[src/rtl/irq_present_pkg.sv]
package irq_present_pkg;
  localparam int PRIO_W = 8;
  localparam int SRC_W  = 24;
  localparam int WORD_W = PRIO_W + SRC_W;
  localparam logic [PRIO_W-1:0] PRIO_NONE = '1;

  typedef enum logic [1:0] {
    OP_SET_CPPR = 2'd0,
    OP_SET_IPI  = 2'd1,
    OP_ACCEPT   = 2'd2,
    OP_EOI      = 2'd3
  } presentOp_t;

  // next-state values and pulse strobes from control to datapath
  typedef struct packed {
    logic [PRIO_W-1:0] cppr;
    logic [SRC_W-1:0]  src;
    logic [PRIO_W-1:0] pend;
    logic [PRIO_W-1:0] ipi;
    logic              line;
    logic              rdLoad;
    logic              offRej;
    logic [SRC_W-1:0]  offRejSrc;
    logic              cmdRej;
    logic [SRC_W-1:0]  cmdRejSrc;
    logic              eoi;
    logic [SRC_W-1:0]  eoiSrc;
    logic              resend;
  } presentStrobe_t;
endpackage

[src/rtl/irq_present_ctrl.sv]
module irq_present_ctrl
  import irq_present_pkg::*;
#(
  parameter logic [SRC_W-1:0] IPI_SOURCE = 24'd2
) (
  input  logic              cmdValid,
  input  logic [1:0]        cmdOp,
  input  logic [WORD_W-1:0] cmdData,
  input  logic              offerValid,
  input  logic [SRC_W-1:0]  offerSrc,
  input  logic [PRIO_W-1:0] offerPrio,
  input  logic [PRIO_W-1:0] curCppr,
  input  logic [SRC_W-1:0]  curSrc,
  input  logic [PRIO_W-1:0] curPend,
  input  logic [PRIO_W-1:0] curIpi,
  input  logic              curLine,
  output presentStrobe_t    strobe
);
  logic [PRIO_W-1:0] c, p, m, newPrio;
  logic [SRC_W-1:0]  x;
  logic              l, doResend, doCheck;
  logic              cmdRejRaw, offRejRaw;
  logic [SRC_W-1:0]  cmdRejRawSrc, offRejRawSrc;

  always_comb begin
    c = curCppr; x = curSrc; p = curPend; m = curIpi; l = curLine;
    newPrio = cmdData[PRIO_W-1:0];
    doResend = 1'b0; doCheck = 1'b0;
    cmdRejRaw = 1'b0; cmdRejRawSrc = '0;
    offRejRaw = 1'b0; offRejRawSrc = '0;
    strobe = '0;

    // command stage
    if (cmdValid) begin
      unique case (presentOp_t'(cmdOp))
        OP_SET_CPPR: begin
          if (newPrio < c) begin
            if ((x != '0) && (newPrio <= p)) begin
              cmdRejRaw = 1'b1; cmdRejRawSrc = x;
              x = '0; l = 1'b0;
            end
            c = newPrio;
          end else begin
            c = newPrio;
            if (x == '0) doResend = 1'b1;
          end
        end
        OP_SET_IPI: begin
          m = newPrio;
          if (m < c) doCheck = 1'b1;
        end
        OP_ACCEPT: begin
          strobe.rdLoad = 1'b1;
          c = p; x = '0; l = 1'b0;
        end
        OP_EOI: begin
          c = cmdData[WORD_W-1:SRC_W];
          strobe.eoi = 1'b1;
          strobe.eoiSrc = cmdData[SRC_W-1:0];
          if (x == '0) doResend = 1'b1;
        end
        default: ;
      endcase
    end

    if (doResend) begin
      strobe.resend = 1'b1;
      if (m < c) doCheck = 1'b1;
    end

    if (doCheck && !((x != '0) && (p <= m))) begin
      if (x != '0) begin
        cmdRejRaw = 1'b1; cmdRejRawSrc = x;
      end
      x = IPI_SOURCE; p = m; l = 1'b1;
    end

    // offer stage, judged against the post-command state
    if (offerValid) begin
      if ((offerPrio >= c) || ((x != '0) && (p <= offerPrio))) begin
        offRejRaw = 1'b1; offRejRawSrc = offerSrc;
      end else begin
        if (x != '0) begin
          offRejRaw = 1'b1; offRejRawSrc = x;
        end
        x = offerSrc; p = offerPrio; l = 1'b1;
      end
    end

    // the IPI never travels back to the source stage
    strobe.cmdRej    = cmdRejRaw && (cmdRejRawSrc != IPI_SOURCE);
    strobe.cmdRejSrc = cmdRejRawSrc;
    strobe.offRej    = offRejRaw && (offRejRawSrc != IPI_SOURCE);
    strobe.offRejSrc = offRejRawSrc;

    strobe.cppr = c; strobe.src = x; strobe.pend = p;
    strobe.ipi = m; strobe.line = l;
  end
endmodule

[src/rtl/irq_present_dp.sv]
module irq_present_dp
  import irq_present_pkg::*;
(
  input  logic              clk,
  input  logic              rstN,
  input  presentStrobe_t    strobe,
  output logic [PRIO_W-1:0] curCppr,
  output logic [SRC_W-1:0]  curSrc,
  output logic [PRIO_W-1:0] curPend,
  output logic [PRIO_W-1:0] curIpi,
  output logic              curLine,
  output logic [WORD_W-1:0] rdData,
  output logic              rdValid,
  output logic              offRejPulse,
  output logic [SRC_W-1:0]  offRejSrc,
  output logic              cmdRejPulse,
  output logic [SRC_W-1:0]  cmdRejSrc,
  output logic              eoiPulse,
  output logic [SRC_W-1:0]  eoiSrc,
  output logic              resendPulse
);
  always_ff @(posedge clk) begin
    if (!rstN) begin
      curCppr <= '0;
      curSrc <= '0;
      curPend <= '0;
      curIpi <= PRIO_NONE;
      curLine <= 1'b0;
      rdData <= '0;
      rdValid <= 1'b0;
      offRejPulse <= 1'b0;
      offRejSrc <= '0;
      cmdRejPulse <= 1'b0;
      cmdRejSrc <= '0;
      eoiPulse <= 1'b0;
      eoiSrc <= '0;
      resendPulse <= 1'b0;
    end else begin
      if (strobe.rdLoad) rdData <= {curCppr, curSrc};
      rdValid <= strobe.rdLoad;
      curCppr <= strobe.cppr;
      curSrc <= strobe.src;
      curPend <= strobe.pend;
      curIpi <= strobe.ipi;
      curLine <= strobe.line;
      offRejPulse <= strobe.offRej;
      offRejSrc <= strobe.offRejSrc;
      cmdRejPulse <= strobe.cmdRej;
      cmdRejSrc <= strobe.cmdRejSrc;
      eoiPulse <= strobe.eoi;
      eoiSrc <= strobe.eoiSrc;
      resendPulse <= strobe.resend;
    end
  end
endmodule

[src/rtl/irq_present_unit.sv]
module irq_present_unit
  import irq_present_pkg::*;
#(
  parameter logic [SRC_W-1:0] IPI_SOURCE = 24'd2
) (
  input  logic              clk,
  input  logic              rstN,
  input  logic              offerValid,
  input  logic [SRC_W-1:0]  offerSrc,
  input  logic [PRIO_W-1:0] offerPrio,
  input  logic              cmdValid,
  input  logic [1:0]        cmdOp,
  input  logic [WORD_W-1:0] cmdData,
  output logic [WORD_W-1:0] rdData,
  output logic              rdValid,
  output logic [WORD_W-1:0] pendingWord,
  output logic              cpuIrq,
  output logic              offRejPulse,
  output logic [SRC_W-1:0]  offRejSrc,
  output logic              cmdRejPulse,
  output logic [SRC_W-1:0]  cmdRejSrc,
  output logic              eoiPulse,
  output logic [SRC_W-1:0]  eoiSrc,
  output logic              resendPulse
);
  presentStrobe_t    strobe;
  logic [PRIO_W-1:0] curCppr, curPend, curIpi;
  logic [SRC_W-1:0]  curSrc;
  logic              curLine;

  irq_present_ctrl #(.IPI_SOURCE(IPI_SOURCE)) ctrl (
    .cmdValid(cmdValid), .cmdOp(cmdOp), .cmdData(cmdData),
    .offerValid(offerValid), .offerSrc(offerSrc), .offerPrio(offerPrio),
    .curCppr(curCppr), .curSrc(curSrc), .curPend(curPend),
    .curIpi(curIpi), .curLine(curLine), .strobe(strobe)
  );

  irq_present_dp dp (
    .clk(clk), .rstN(rstN), .strobe(strobe),
    .curCppr(curCppr), .curSrc(curSrc), .curPend(curPend),
    .curIpi(curIpi), .curLine(curLine),
    .rdData(rdData), .rdValid(rdValid),
    .offRejPulse(offRejPulse), .offRejSrc(offRejSrc),
    .cmdRejPulse(cmdRejPulse), .cmdRejSrc(cmdRejSrc),
    .eoiPulse(eoiPulse), .eoiSrc(eoiSrc), .resendPulse(resendPulse)
  );

  assign pendingWord = {curCppr, curSrc};
  assign cpuIrq = curLine;
endmodule

[config.mk]
export PLATFORM = sky130hd
export DESIGN_NAME = irq_present_unit
export DESIGN_NICKNAME = d
export VERILOG_FILES = /design/src/rtl/irq_present_pkg.sv /design/src/rtl/irq_present_ctrl.sv /design/src/rtl/irq_present_dp.sv /design/src/rtl/irq_present_unit.sv
export SDC_FILE = /design/constraint.sdc
export NUM_CORES = 1
export LEC_CHECK = 0
export BUFFER_PORTS_ARGS = -buffer_cell sky130_fd_sc_hd__clkbuf_2
export CAP_MARGIN = 10
export CORE_UTILIZATION = 40
export CTS_CLUSTER_SIZE = 14
export DETAILED_ROUTE_END_ITERATION = 10
export PLACE_DENSITY_LB_ADDON = 0.2
export SLEW_MARGIN = 20
export SYNTH_ARGS = -nofsm -noshare
export SYNTH_HDL_FRONTEND = slang
export SYNTH_SLANG_ARGS = --single-unit
[constraint.sdc]
create_clock -name clk -period 10.7 [get_ports clk]
set_input_delay 2.14 -clock clk [delete_from_list [all_inputs] [get_ports clk]]
set_output_delay 2.14 -clock clk [all_outputs]
set_load 0.05 [all_outputs]
==> metrics.txt, run 1 <==
drt via density=5.247; RSZ-0062 raised after global routing=no; Final Core Density=0.5162; TritonRoute pass-1 iters=6; maximum VDD drop=0.0002911 V; flop2flop setup slack=4.41 ns; fmax=0.1220 GHz; GRT Util Overall=0.2345; Hold Path End=dp.rdData[31]; Slew headroom=0.2527; Worst-path clk slew=0.07 ns; power share of the sequential group=0.284; CTS tree=yes; clk sinks=158; max-slew violations=0; reg2reg end=dp.offRejPulse; busiest grt layer=met2; drt drc=0; Static Leak=4.031 nW; YS warnings=0; worst path cell trace=clkbuf_2 > inv_1 > ha_1 > a222oi_1 > nor2_1 > a21oi_1 > ha_1 > nor2_1 > a211o_1 > a31oi_1 > nand4bb_1 > o41ai_4 > nand2_1 > o21a_1 > ha_1 > nand3_1 > o21bai_1 > a21oi_1 > o21ai_0 > a21o_1 > a211oi_4 > a2111oi_0 > a211oi_1; Row Count=48; #FFs+latches synth=158; endpoints failing setup=0; sequential cell area=0.003163 mm²; Setup Fix Bufs, Post-CTS=0; Switching Fraction=0.5033; Critical Path RT=11.03 ns; hold path depth=2; Setup crit end kind=flip-flop; worst skew pair latency=0.43 ns; Cell Pwr Density=313.3 mW/mm²; # H-tree levels=4; first-pass GRT wire length=33.08 mm; largest area contributor in the netlist=dfxtp_1; total CTS buffers=17; Layout area overhead=24.65%; Gate power share=0.501; Max Root-Sink Buffers=2; Die Ht=136.5 µm; register area share after synthesis=0.4371; Synth Cell Area=0.007237 mm²; io pins=212; area share of the largest cell type after synthesis=0.4371; hold path startpoint=dp.rdData[31]; worst stage delay on the critical path=1.03 ns; Max Cap Viol=0; post-route cell area=0.009021 mm²; CTS Hold Buffers Added=0; GR Util met3=0.05778; post-detail-place hpwl=15.81 mm; Clk pwr share=0.215; final WL=21.99 mm; root buf cell=clkbuf_16; Post-synth EDFFs=0; P_int=1.404 mW; area of the multi-input gates=0.003719 mm²; Post-CTS Resized=0; Placed Instances=1200; met2 usage=0.3548; kind of critical path=input pin to flip-flop; Antenna diodes=0; vias in the first global route=5946; share of cells above drive strength 1=0.2552; Reg2Reg Depth=20; Final Skew=0.01333 ns; startpoint types=input pin; Syn Inst Count=809; Worst R2R Start=dp.curPend[3]; Syn Nets=929; Worst Hold Class=flip-flop to flip-flop; die area=0.01863 mm²; top post-synthesis cells by area=dfxtp_1 (44%), ha_1 (8.6%), nand2_1 (6.6%); DR vias=6464; P_sw=1.423 mW; input/output buffers=211; share of synthesized registers carrying an async set or reset=0; Post-Place Cell Area=0.008417 mm²; crit path max fanout=31; worst-margin pin slew=1.117 ns; fin crit period=8.196 ns; ys flop type=dfxtp_1; met1 usage=0.3284; final cell count without fillers=1232; Routed WL per cell=17.85 µm; status=finished, final reports clean; Avg Cell Area, Syn=8.946 µm²; critical path's most frequent cell=ha_1; fin crit share=0.7660; GPL Wtd Cong=0.8513; area of the core=0.01748 mm²; Chip Width=136.5 µm; Crit-path slowest cell=a211oi_4; initial antenna violation count=0; Arr. time, crit path=8.52 ns; largest net degree at the start of global routing=92; library cells used by synthesis=49; Final ANT Viol Nets=0; GRT overflow=0; # fillers=1694; final hold violation count=0; Layout Nets=1114; setup TNS=0 ns; Initial Utilization=0.4141; DR iter-0 viols=439
==> cells in the mapped netlist (3+ instances only) <==
library cell and n:
nand4_1 4, a31oi_1 3, a222oi_1 8, nand2b_1 5
buf_2 3, clkbuf_1 41, nand3_1 47, a21oi_1 44
o21a_1 10, o211ai_1 31, a22oi_1 3, nor2b_1 11
nand2_1 128, a211o_1 3, inv_1 42, dfxtp_1 158
buf_6 3, ha_1 50, mux2i_1 41, a21o_1 7
and2_1 53, o21ai_0 17, nor3_1 4, a21boi_0 33
nor2_1 14, and3_1 3, nor4_1 12, buf_1 3
==> worst max-delay path: cells and delay by family <==
family	cells	cell delay, ns
buf+inv	2	0.17
fa+ha+maj	3	0.94
compound gates	13	4.20
simple gates	5	1.04
==> layer usage <==
metal  routed length [µm]  up-vias  share of wire
li1                     -     3195              -
met1                10290     2998           0.47
met2                 9851      251           0.45
met3                 1620       20          0.074
met4                  227        0          0.010
met5                    0        -              0
==> sequential cells by signal (all words and copies together) (netlist names) <==
signal          flops
dp.curCppr          8
dp.cmdRejSrc       24
dp.curSrc          24
dp.eoiSrc          24
dp.cmdRejPulse      1
dp.eoiPulse         1
dp.offRejPulse      1
dp.rdValid          1
dp.offRejSrc       24
dp.curIpi           8
dp.curLine          1
dp.resendPulse      1
dp.curPend          8
dp.rdData          32
==> logic make-up after synthesis <==
kind of cell	after synthesis	share of synthesized area
multiplexers	41	0.05671
AND/OR/NAND/NOR	287	0.1914
flip-flops	158	0.4371
adder cells (fa/ha/maj)	50	0.08645
buffers and inverters	93	0.05239
AO/OA/AOI/OAI	180	0.1760
==> worst max-delay path by stage <==
stage / from / to / slack [ns] / cells after the start
2_1_floorplan: cmdOp[0] / dp.offRejSrc[13] / 3.72 / 25
3_3_place_gp: cmdOp[0] / dp.offRejPulse / 2.27 / 23
3_5_place_dp: cmdOp[0] / dp.offRejPulse / 2.14 / 23
4_1_cts: cmdOp[0] / dp.offRejPulse / 2.59 / 23
5_1_grt: cmdOp[0] / dp.offRejPulse / 1.95 / 23
6_report: cmdOp[0] / dp.offRejPulse / 2.50 / 23
==> area by class of cell <==
type,instances,area share
timing repair buffer,217,0.1223
tap,225,0.03121
clock buffer,19,0.04910
clock inverter,13,0.01706
sequential,158,0.3506
multi-input combinational,558,0.4122
inverter,42,0.01748
==> power by group through the flow <==
stage	Sequential, mW	Combinational (mW)	Clock (mW)
floorplan	1.04	0.816	0
global placement	0.816	1.38	0
detailed placement	0.814	1.39	0
CTS	0.801	1.39	0.623
global route	0.814	1.52	0.648
finish	0.803	1.42	0.608
==> per-stage QoR <==
step | total power [mW] | hold slack [ns] | worst slack (ns)
4_1_cts | 2.818 | 0.4651 | 2.594
3_5_place_dp | 2.202 | 0.4556 | 2.135
3_3_place_gp | 2.198 | 0.4512 | 2.267
5_1_grt | 2.986 | 0.4815 | 1.949
6_report | 2.827 | 0.4613 | 2.504
2_1_floorplan | 1.858 | 0.4638 | 3.716
==> cells in the final DEF, fill, tap and decap left out, types with 2 or more instances in the layout <==
cell | netlist | routed
clkbuf_2 | 0 | 210
dfxtp_1 | 158 | 158
nand2_1 | 128 | 128
and2_1 | 53 | 53
ha_1 | 50 | 50
nand3_1 | 47 | 47
a21oi_1 | 44 | 43
inv_1 | 42 | 42
mux2i_1 | 41 | 41
a21boi_0 | 33 | 33
o211ai_1 | 31 | 31
o21ai_0 | 17 | 17
clkbuf_16 | 0 | 17
nor2_1 | 14 | 14
nor4_1 | 12 | 12
nor2b_1 | 11 | 11
o21a_1 | 10 | 10
a222oi_1 | 8 | 8
a21o_1 | 7 | 7
buf_4 | 1 | 7
nand2b_1 | 5 | 5
nand4_1 | 4 | 4
nor3_1 | 4 | 4
clkinv_4 | 0 | 4
and3_1 | 3 | 3
a22oi_1 | 3 | 3
a31oi_1 | 3 | 3
a211o_1 | 3 | 3
inv_8 | 0 | 3
a21oi_2 | 1 | 2
or3_1 | 2 | 2
a2111oi_0 | 2 | 2
o211a_1 | 2 | 2
o21bai_1 | 2 | 2
a221oi_1 | 2 | 2
clkinv_8 | 0 | 2
inv_6 | 0 | 2
Power figures use the tool's default switching activity.
==> inputs of run 2 (changes only) <==
==> constraint.sdc (replaced) <==
create_clock -name clk -period 8.5 [get_ports clk]
set_input_delay 1.7 -clock clk [delete_from_list [all_inputs] [get_ports clk]]
set_output_delay 1.7 -clock clk [all_outputs]
set_load 0.05 [all_outputs]
==> metrics.txt, run 2 (same netlist as run 1, synthesis figures left out) <==
status=finished, final reports clean (unchanged); GPL Wtd Cong=0.8861 (was 0.8513); fin crit period=7.262 ns; maximum VDD drop=0.0005099 V (was 0.0002911 V); Layout Nets=1116 (was 1114); die area=0.01863 mm² (unchanged); GRT Util Overall=0.2330 (was 0.2345); CTS Hold Buffers Added=0 (unchanged); io pins=212 (unchanged); Final Skew=0.01207 ns (was 0.01333 ns); flop2flop setup slack=2.70 ns (was 4.41 ns); Crit-path slowest cell=o41ai_4 (was a211oi_4); setup TNS=0 ns (unchanged); kind of critical path=input pin to flip-flop (unchanged); final cell count without fillers=1234 (was 1232); fmax=0.1377 GHz; Highest Signal Layer=met4 (unchanged); final WL=21.70 mm (was 21.99 mm); Post-CTS Resized=0 (unchanged); worst path cell trace=clkbuf_2 > inv_1 > ha_1 > a222oi_1 > nor2_1 > a21oi_1 > ha_1 > o21ai_0 > a211o_1 > a31oi_1 > nand4bb_1 > o41ai_4 > nand2_1 > o21a_1 > ha_1 > nand3_1 > o21bai_1 > a21oi_1 > o21ai_0 > a21o_1 > and2_1 > a221oi_4 > buf_4 > mux2i_1 (was clkbuf_2 > inv_1 > ha_1 > a222oi_1 > nor2_1 > a21oi_1 > ha_1 > nor2_1 > a211o_1 > a31oi_1 > nand4bb_1 > o41ai_4 > nand2_1 > o21a_1 > ha_1 > nand3_1 > o21bai_1 > a21oi_1 > o21ai_0 > a21o_1 > a211oi_4 > a2111oi_0 > a211oi_1); GRT overflow=0 (unchanged); CTS tree=yes (unchanged); endpoints failing setup=0 (unchanged); met2 WL=9.569 mm (was 9.851 mm); # H-tree levels=4 (unchanged); vias in the first global route=5855 (was 5946); RSZ-0062 raised after global routing=no (unchanged); max-slew violations=0 (unchanged); Setup Fix Bufs, Post-CTS=0 (unchanged); Critical Path RT=8.85 ns (was 11.03 ns); Initial Utilization=0.4141 (unchanged); Placed Instances=1202 (was 1200); drt via density=5.232 (was 5.247); final hold slack=0.4625 ns (was 0.4613 ns); root buf cell=clkbuf_16 (unchanged); TritonRoute pass-1 iters=6 (unchanged); clk sinks=158 (unchanged); first-pass GRT wire length=32.95 mm (was 33.08 mm); Max Cap Viol=0 (unchanged); input/output buffers=211 (unchanged); Slew headroom=0.4121 (was 0.2527); Static Leak=4.033 nW (was 4.031 nW); Max Root-Sink Buffers=2 (unchanged); most frequent cells in the layout=clkbuf_2 (210), dfxtp_1 (158), nand2_1 (128), and2_1 (53), ha_1 (50) (unchanged); startpoint types=input pin (unchanged); fin crit share=0.8544; routed wl met3=1.493 mm (was 1.620 mm); Routed WL per cell=17.59 µm (was 17.85 µm); Overall Power=3.561 mW (was 2.827 mW); initial antenna violation count=0 (unchanged); final hold violation count=0 (unchanged); flip-flop count of the largest register after layout=32 (unchanged); post-detail-place hpwl=15.75 mm (was 15.81 mm); # fillers=1668 (was 1694); Worst-path clk slew=0.07 ns (about the same); Arr. time, crit path=7.61 ns (was 8.52 ns); Setup crit end kind=flip-flop (unchanged); largest net degree at the start of global routing=93 (was 92); Die Ht=136.5 µm (unchanged); share of cells above drive strength 1=0.2567 (was 0.2552); worst stage delay on the critical path=0.51 ns (was 1.03 ns); Cell Pwr Density=394.8 mW/mm² (was 313.3 mW/mm²); drt drc=0 (unchanged); Antenna diodes=0 (unchanged); DR iter-0 viols=505 (was 439); Largest Register=dp.rdData (unchanged); crit path max fanout=33 (was 31); area of the core=0.01748 mm² (unchanged); Worst Hold Class=flip-flop to flip-flop (unchanged); Chip Width=136.5 µm (unchanged); most common cell after layout, fill and taps aside=clkbuf_2 (unchanged); Layout area overhead=24.64% (was 24.65%); worst skew pair latency=0.42 ns (was 0.43 ns); worst-margin pin slew=0.8797 ns (was 1.117 ns); DR vias=6456 (was 6464); critical path's most frequent cell=ha_1 (unchanged); M1 wire length=10.28 mm (was 10.29 mm); total CTS buffers=17 (unchanged); Final ANT Viol Nets=0 (unchanged); Row Count=48 (unchanged)
==> run 2: changes by cell type in the layout (fill, tap and decap cells not counted), sizes merged <==
cell    delta
buf        +2
clkbuf     -1
inv        +2
clkinv     -1
==> run 2: final timing paths <==
check	startpoint	endpoint	depth (start not counted)
setup / recovery	cmdOp[0]	dp.curSrc[14]	24
hold / removal	dp.rdData[29]	dp.rdData[29]	2
setup reg to reg	dp.curPend[1]	dp.curSrc[14]	21
hold reg to reg	dp.rdData[29]	dp.rdData[29]	2
==> run 2: per-stage QoR <==
step	worst slack [ns]	area [µm²]	utilization
floorplan	1.956	7237	-
global placement	1.002	8432	0.4825
detailed placement	0.8169	8439	0.4829
CTS	1.242	9020	0.5161
global route	0.7175	9020	0.5161
finish	1.238	9020	0.5161
==> run 2: layer usage <==
layer  vias to the layer above  track usage
met4                         0      0.07469
met2                       263       0.3553
met3                        27      0.03963
met1                      2965       0.3314
met5                         -            0
li1                       3201            -
==> run 2: where the power goes <==
part / leakage [nW] / total (mW) / switching [mW] / internal, mW
Sequential: 1.28 / 1.01 / 0.151 / 0.861
Clock: 0.288 / 0.761 / 0.345 / 0.416
Combinational: 2.46 / 1.79 / 1.30 / 0.490
==> run 2: final cells by class <==
class / count / area [µm²] / area share
Multi-Input combinational cell: 558 / 3719 / 0.4123
Tap cell: 225 / 281.5 / 0.03121
Clock buffer: 18 / 429.2 / 0.04758
Clock inverter: 14 / 151.4 / 0.01678
Sequential cell: 158 / 3163 / 0.3507
Inverter: 42 / 157.7 / 0.01748
Timing Repair Buffer: 219 / 1119 / 0.1240
==> run 2: critical path: cells and delay by family <==
kind,cells,cell delay [ns]
AO/OA/AOI/OAI,12,2.83
buffers and inverters,3,0.68
adder cells (fa/ha/maj),3,0.90
multiplexers,1,0.27
AND/OR/NAND/NOR,5,1.22
==> inputs of run 3 (changes only) <==
--- a/config.mk
+++ b/config.mk
@@ -7,6 +7,7 @@
 export LEC_CHECK = 0
 export BUFFER_PORTS_ARGS = -buffer_cell sky130_fd_sc_hd__clkbuf_2
 export CAP_MARGIN = 10
+export CORE_ASPECT_RATIO = 1.75
 export CORE_UTILIZATION = 40
 export CTS_CLUSTER_SIZE = 14
 export DETAILED_ROUTE_END_ITERATION = 10
@@ -14,4 +15,5 @@
 export SLEW_MARGIN = 20
 export SYNTH_ARGS = -nofsm -noshare
 export SYNTH_HDL_FRONTEND = slang
+export SYNTH_HIERARCHICAL = 1
 export SYNTH_SLANG_ARGS = --single-unit
==> metrics.txt, run 3 <==
status=finished, final reports clean (unchanged); CTS Hold Buffers Added=0 (unchanged); share of synthesized registers carrying an async set or reset=0 (unchanged); Max Cap Viol=0 (unchanged); final WL=21.57 mm (was 21.70 mm); Layout Nets=1138 (was 1116); drt via density=5.026 (was 5.232); TritonRoute pass-1 iters=5 (was 6); input/output buffers=211 (unchanged); final hold violation count=0 (unchanged); Setup Fix Bufs, Post-CTS=0 (unchanged); register area share after synthesis=0.4162 (was 0.4371); GRT overflow=0 (unchanged); endpoints failing setup=0 (unchanged); worst path cell trace=clkbuf_2 > and2_1 > mux2_2 > ha_1 > and4_1 > o21ai_0 > a221o_1 > a32o_2 > o21ai_1 > buf_4 > mux2i_1 > ha_1 > nor2b_1 > o21ai_0 > nand4b_1 > o211ai_1 > nor2_1 > a21oi_1 > nor2_2 > buf_12 > nand2_1 > o21ai_0 > and2_1 (was clkbuf_2 > inv_1 > ha_1 > a222oi_1 > nor2_1 > a21oi_1 > ha_1 > o21ai_0 > a211o_1 > a31oi_1 > nand4bb_1 > o41ai_4 > nand2_1 > o21a_1 > ha_1 > nand3_1 > o21bai_1 > a21oi_1 > o21ai_0 > a21o_1 > and2_1 > a221oi_4 > buf_4 > mux2i_1); Post-Place Cell Area=0.008765 mm² (was 0.008439 mm²); root buf cell=clkbuf_16 (unchanged); Worst-path clk slew=0.06 ns (was 0.07 ns); #FFs+latches synth=158 (unchanged); critical path's most frequent cell=o21ai_0 (was ha_1); GRT Util Overall=0.2281 (was 0.2330); Overall Power=2.489 mW (was 3.561 mW); initial antenna violation count=0 (unchanged); Critical Path RT=8.83 ns (was 8.85 ns); Syn Nets=947 (was 929); largest net degree at the start of global routing=105 (was 93); Initial Utilization=0.4090 (was 0.4141); Max Root-Sink Buffers=2 (unchanged); die area=0.01958 mm² (was 0.01863 mm²); largest area contributor in the netlist=dfxtp_1 (unchanged); Syn Inst Count=827 (was 809); RSZ-0062 raised after global routing=no (unchanged); drt drc=0 (unchanged); CTS tree=yes (unchanged); Worst Hold Class=flip-flop to flip-flop (unchanged); Final ANT Viol Nets=0 (unchanged); Setup crit end kind=flip-flop (unchanged); total CTS buffers=17 (unchanged); vias in the first global route=6395 (was 5855); Routed WL per cell=17.00 µm (was 17.59 µm); setup TNS=0 ns (unchanged); startpoint types=input pin (unchanged); worst-margin pin slew=0.9180 ns (was 0.8797 ns); Post-CTS Resized=0 (unchanged); Synth Cell Area=0.007600 mm² (was 0.007237 mm²); Arr. time, crit path=7.13 ns (was 7.61 ns); Row Count=66 (was 48); Largest Register=dp/rdData (was dp.rdData); first-pass GRT wire length=33.91 mm (was 32.95 mm); post-detail-place hpwl=16.12 mm (was 15.75 mm); Layout area overhead=23.99% (was 24.64%); YS warnings=6 (was 0); most common cell after layout, fill and taps aside=clkbuf_2 (unchanged); top post-synthesis cells by count=dfxtp_1 (158), and2_1 (147), nand2_1 (72) (was dfxtp_1 (158), nand2_1 (128), and2_1 (53)); Chip Width=106.2 µm (was 136.5 µm); Antenna diodes=0 (unchanged); clk sinks=158 (unchanged); share of cells above drive strength 1=0.2638 (was 0.2567); io pins=212 (unchanged); area of the core=0.01858 mm² (was 0.01748 mm²); Cell Pwr Density=264.2 mW/mm² (was 394.8 mW/mm²); DR iter-0 viols=285 (was 505); max-slew violations=0 (unchanged); fin crit period=6.797 ns (was 7.262 ns); Die Ht=184.3 µm (was 136.5 µm); most frequent cells in the layout=clkbuf_2 (210), dfxtp_1 (158), and2_1 (146), nand2_1 (72), ha_1 (50) (was clkbuf_2 (210), dfxtp_1 (158), nand2_1 (128), and2_1 (53), ha_1 (50)); Avg Cell Area, Syn=9.190 µm² (was 8.946 µm²); DR vias=6378 (was 6456); ys flop type=dfxtp_1 (unchanged); Crit-path slowest cell=and2_1 (was o41ai_4); fin crit share=0.7997 (was 0.8544); # H-tree levels=4 (unchanged); Slew headroom=0.3880 (was 0.4121); library cells used by synthesis=50 (was 49); Final Skew=0.01027 ns (was 0.01207 ns); top post-synthesis cells by area=dfxtp_1 (42%), and2_1 (12%), ha_1 (8.2%) (was dfxtp_1 (44%), ha_1 (8.6%), nand2_1 (6.6%)); flip-flop count of the largest register after layout=32 (unchanged); GPL Wtd Cong=0.8420 (was 0.8861); top-count cell post-synth=dfxtp_1 (unchanged); fmax=0.1471 GHz (was 0.1377 GHz); worst skew pair latency=0.44 ns (was 0.42 ns); Static Leak=4.448 nW (was 4.033 nW); area share of the largest cell type after synthesis=0.4162 (was 0.4371); worst stage delay on the critical path=0.53 ns (was 0.51 ns); Post-synth EDFFs=0 (unchanged); crit path max fanout=32 (was 33); maximum VDD drop=0.0002158 V (was 0.0005099 V); kind of critical path=input pin to flip-flop (unchanged); post-route cell area=0.009423 mm² (was 0.009020 mm²)
## run 3: final timing paths
path / depth (start not counted) / slack (ns) / from / endpoint
worst max register to register: 19 / 2.96 / dp/curSrc[6] / dp/curSrc[4]
worst min-delay path: 2 / 0.52 / dp/rdData[29] / dp/rdData[29]
worst max-delay path: 23 / 1.70 / cmdValid / dp/curSrc[4]
worst min register to register: 2 / 0.52 / dp/rdData[29] / dp/rdData[29]
## run 3: per-stage QoR
stage                     hold WS (ns)    util  instances  setup slack [ns]
after floorplan                 0.5446       -        827             2.095
after global placement          0.4960  0.4717       1237             1.338
after detailed placement        0.5025  0.4717       1237             1.239
after CTS                       0.5216  0.5071       1269             1.694
after global routing            0.5443  0.5071       1269             1.152
final                           0.5175  0.5071       1269             1.703
## run 3: layout make-up
| cell class | instances | area (µm²) |
|---|---|---|
| clock buffers | 18 | 429.2 |
| clock inverters | 14 | 229.0 |
| fillers | 1874 | 9158 |
| inverters | 44 | 165.2 |
| multi-input cells | 575 | 3985 |
| flip-flops and latches | 158 | 3163 |
| well taps | 238 | 297.8 |
| repair buffers | 222 | 1154 |
## run 3: kinds of logic (layout without fill, tap and decap cells)
family | after synthesis | after routing | synth area share
AND/OR/NAND/NOR | 346 | 346 | 0.2565
flip-flops | 158 | 158 | 0.4162
AO/OA/AOI/OAI | 130 | 130 | 0.1192
buffers and inverters | 94 | 298 | 0.05993
adder cells (fa/ha/maj) | 50 | 50 | 0.08232
multiplexers | 49 | 49 | 0.06585
## run 3: power breakdown
part | internal, mW | total [mW] | switching [mW] | leakage [nW]
registers | 0.801 | 0.872 | 0.0709 | 1.28
logic | 0.262 | 0.760 | 0.499 | 2.85
clock network | 0.528 | 0.856 | 0.329 | 0.314
## run 3: worst max-delay path: cells and delay by family
kind	cells	cell delay [ns]
and+or+nand+nor	8	1.61
muxes	2	0.68
adders and majority gates	2	0.58
AOI/OAI and AO/OA	8	1.71
buffers and inverters	3	0.82
## run 3: routing by layer
metal  global-route usage  up-vias  wire length, µm
li1                     -     3173                -
met1               0.2275     2951             8004
met2               0.4306      211            11680
met3              0.05163       43             1096
met4               0.1217        0              794
met5                    0        -                0
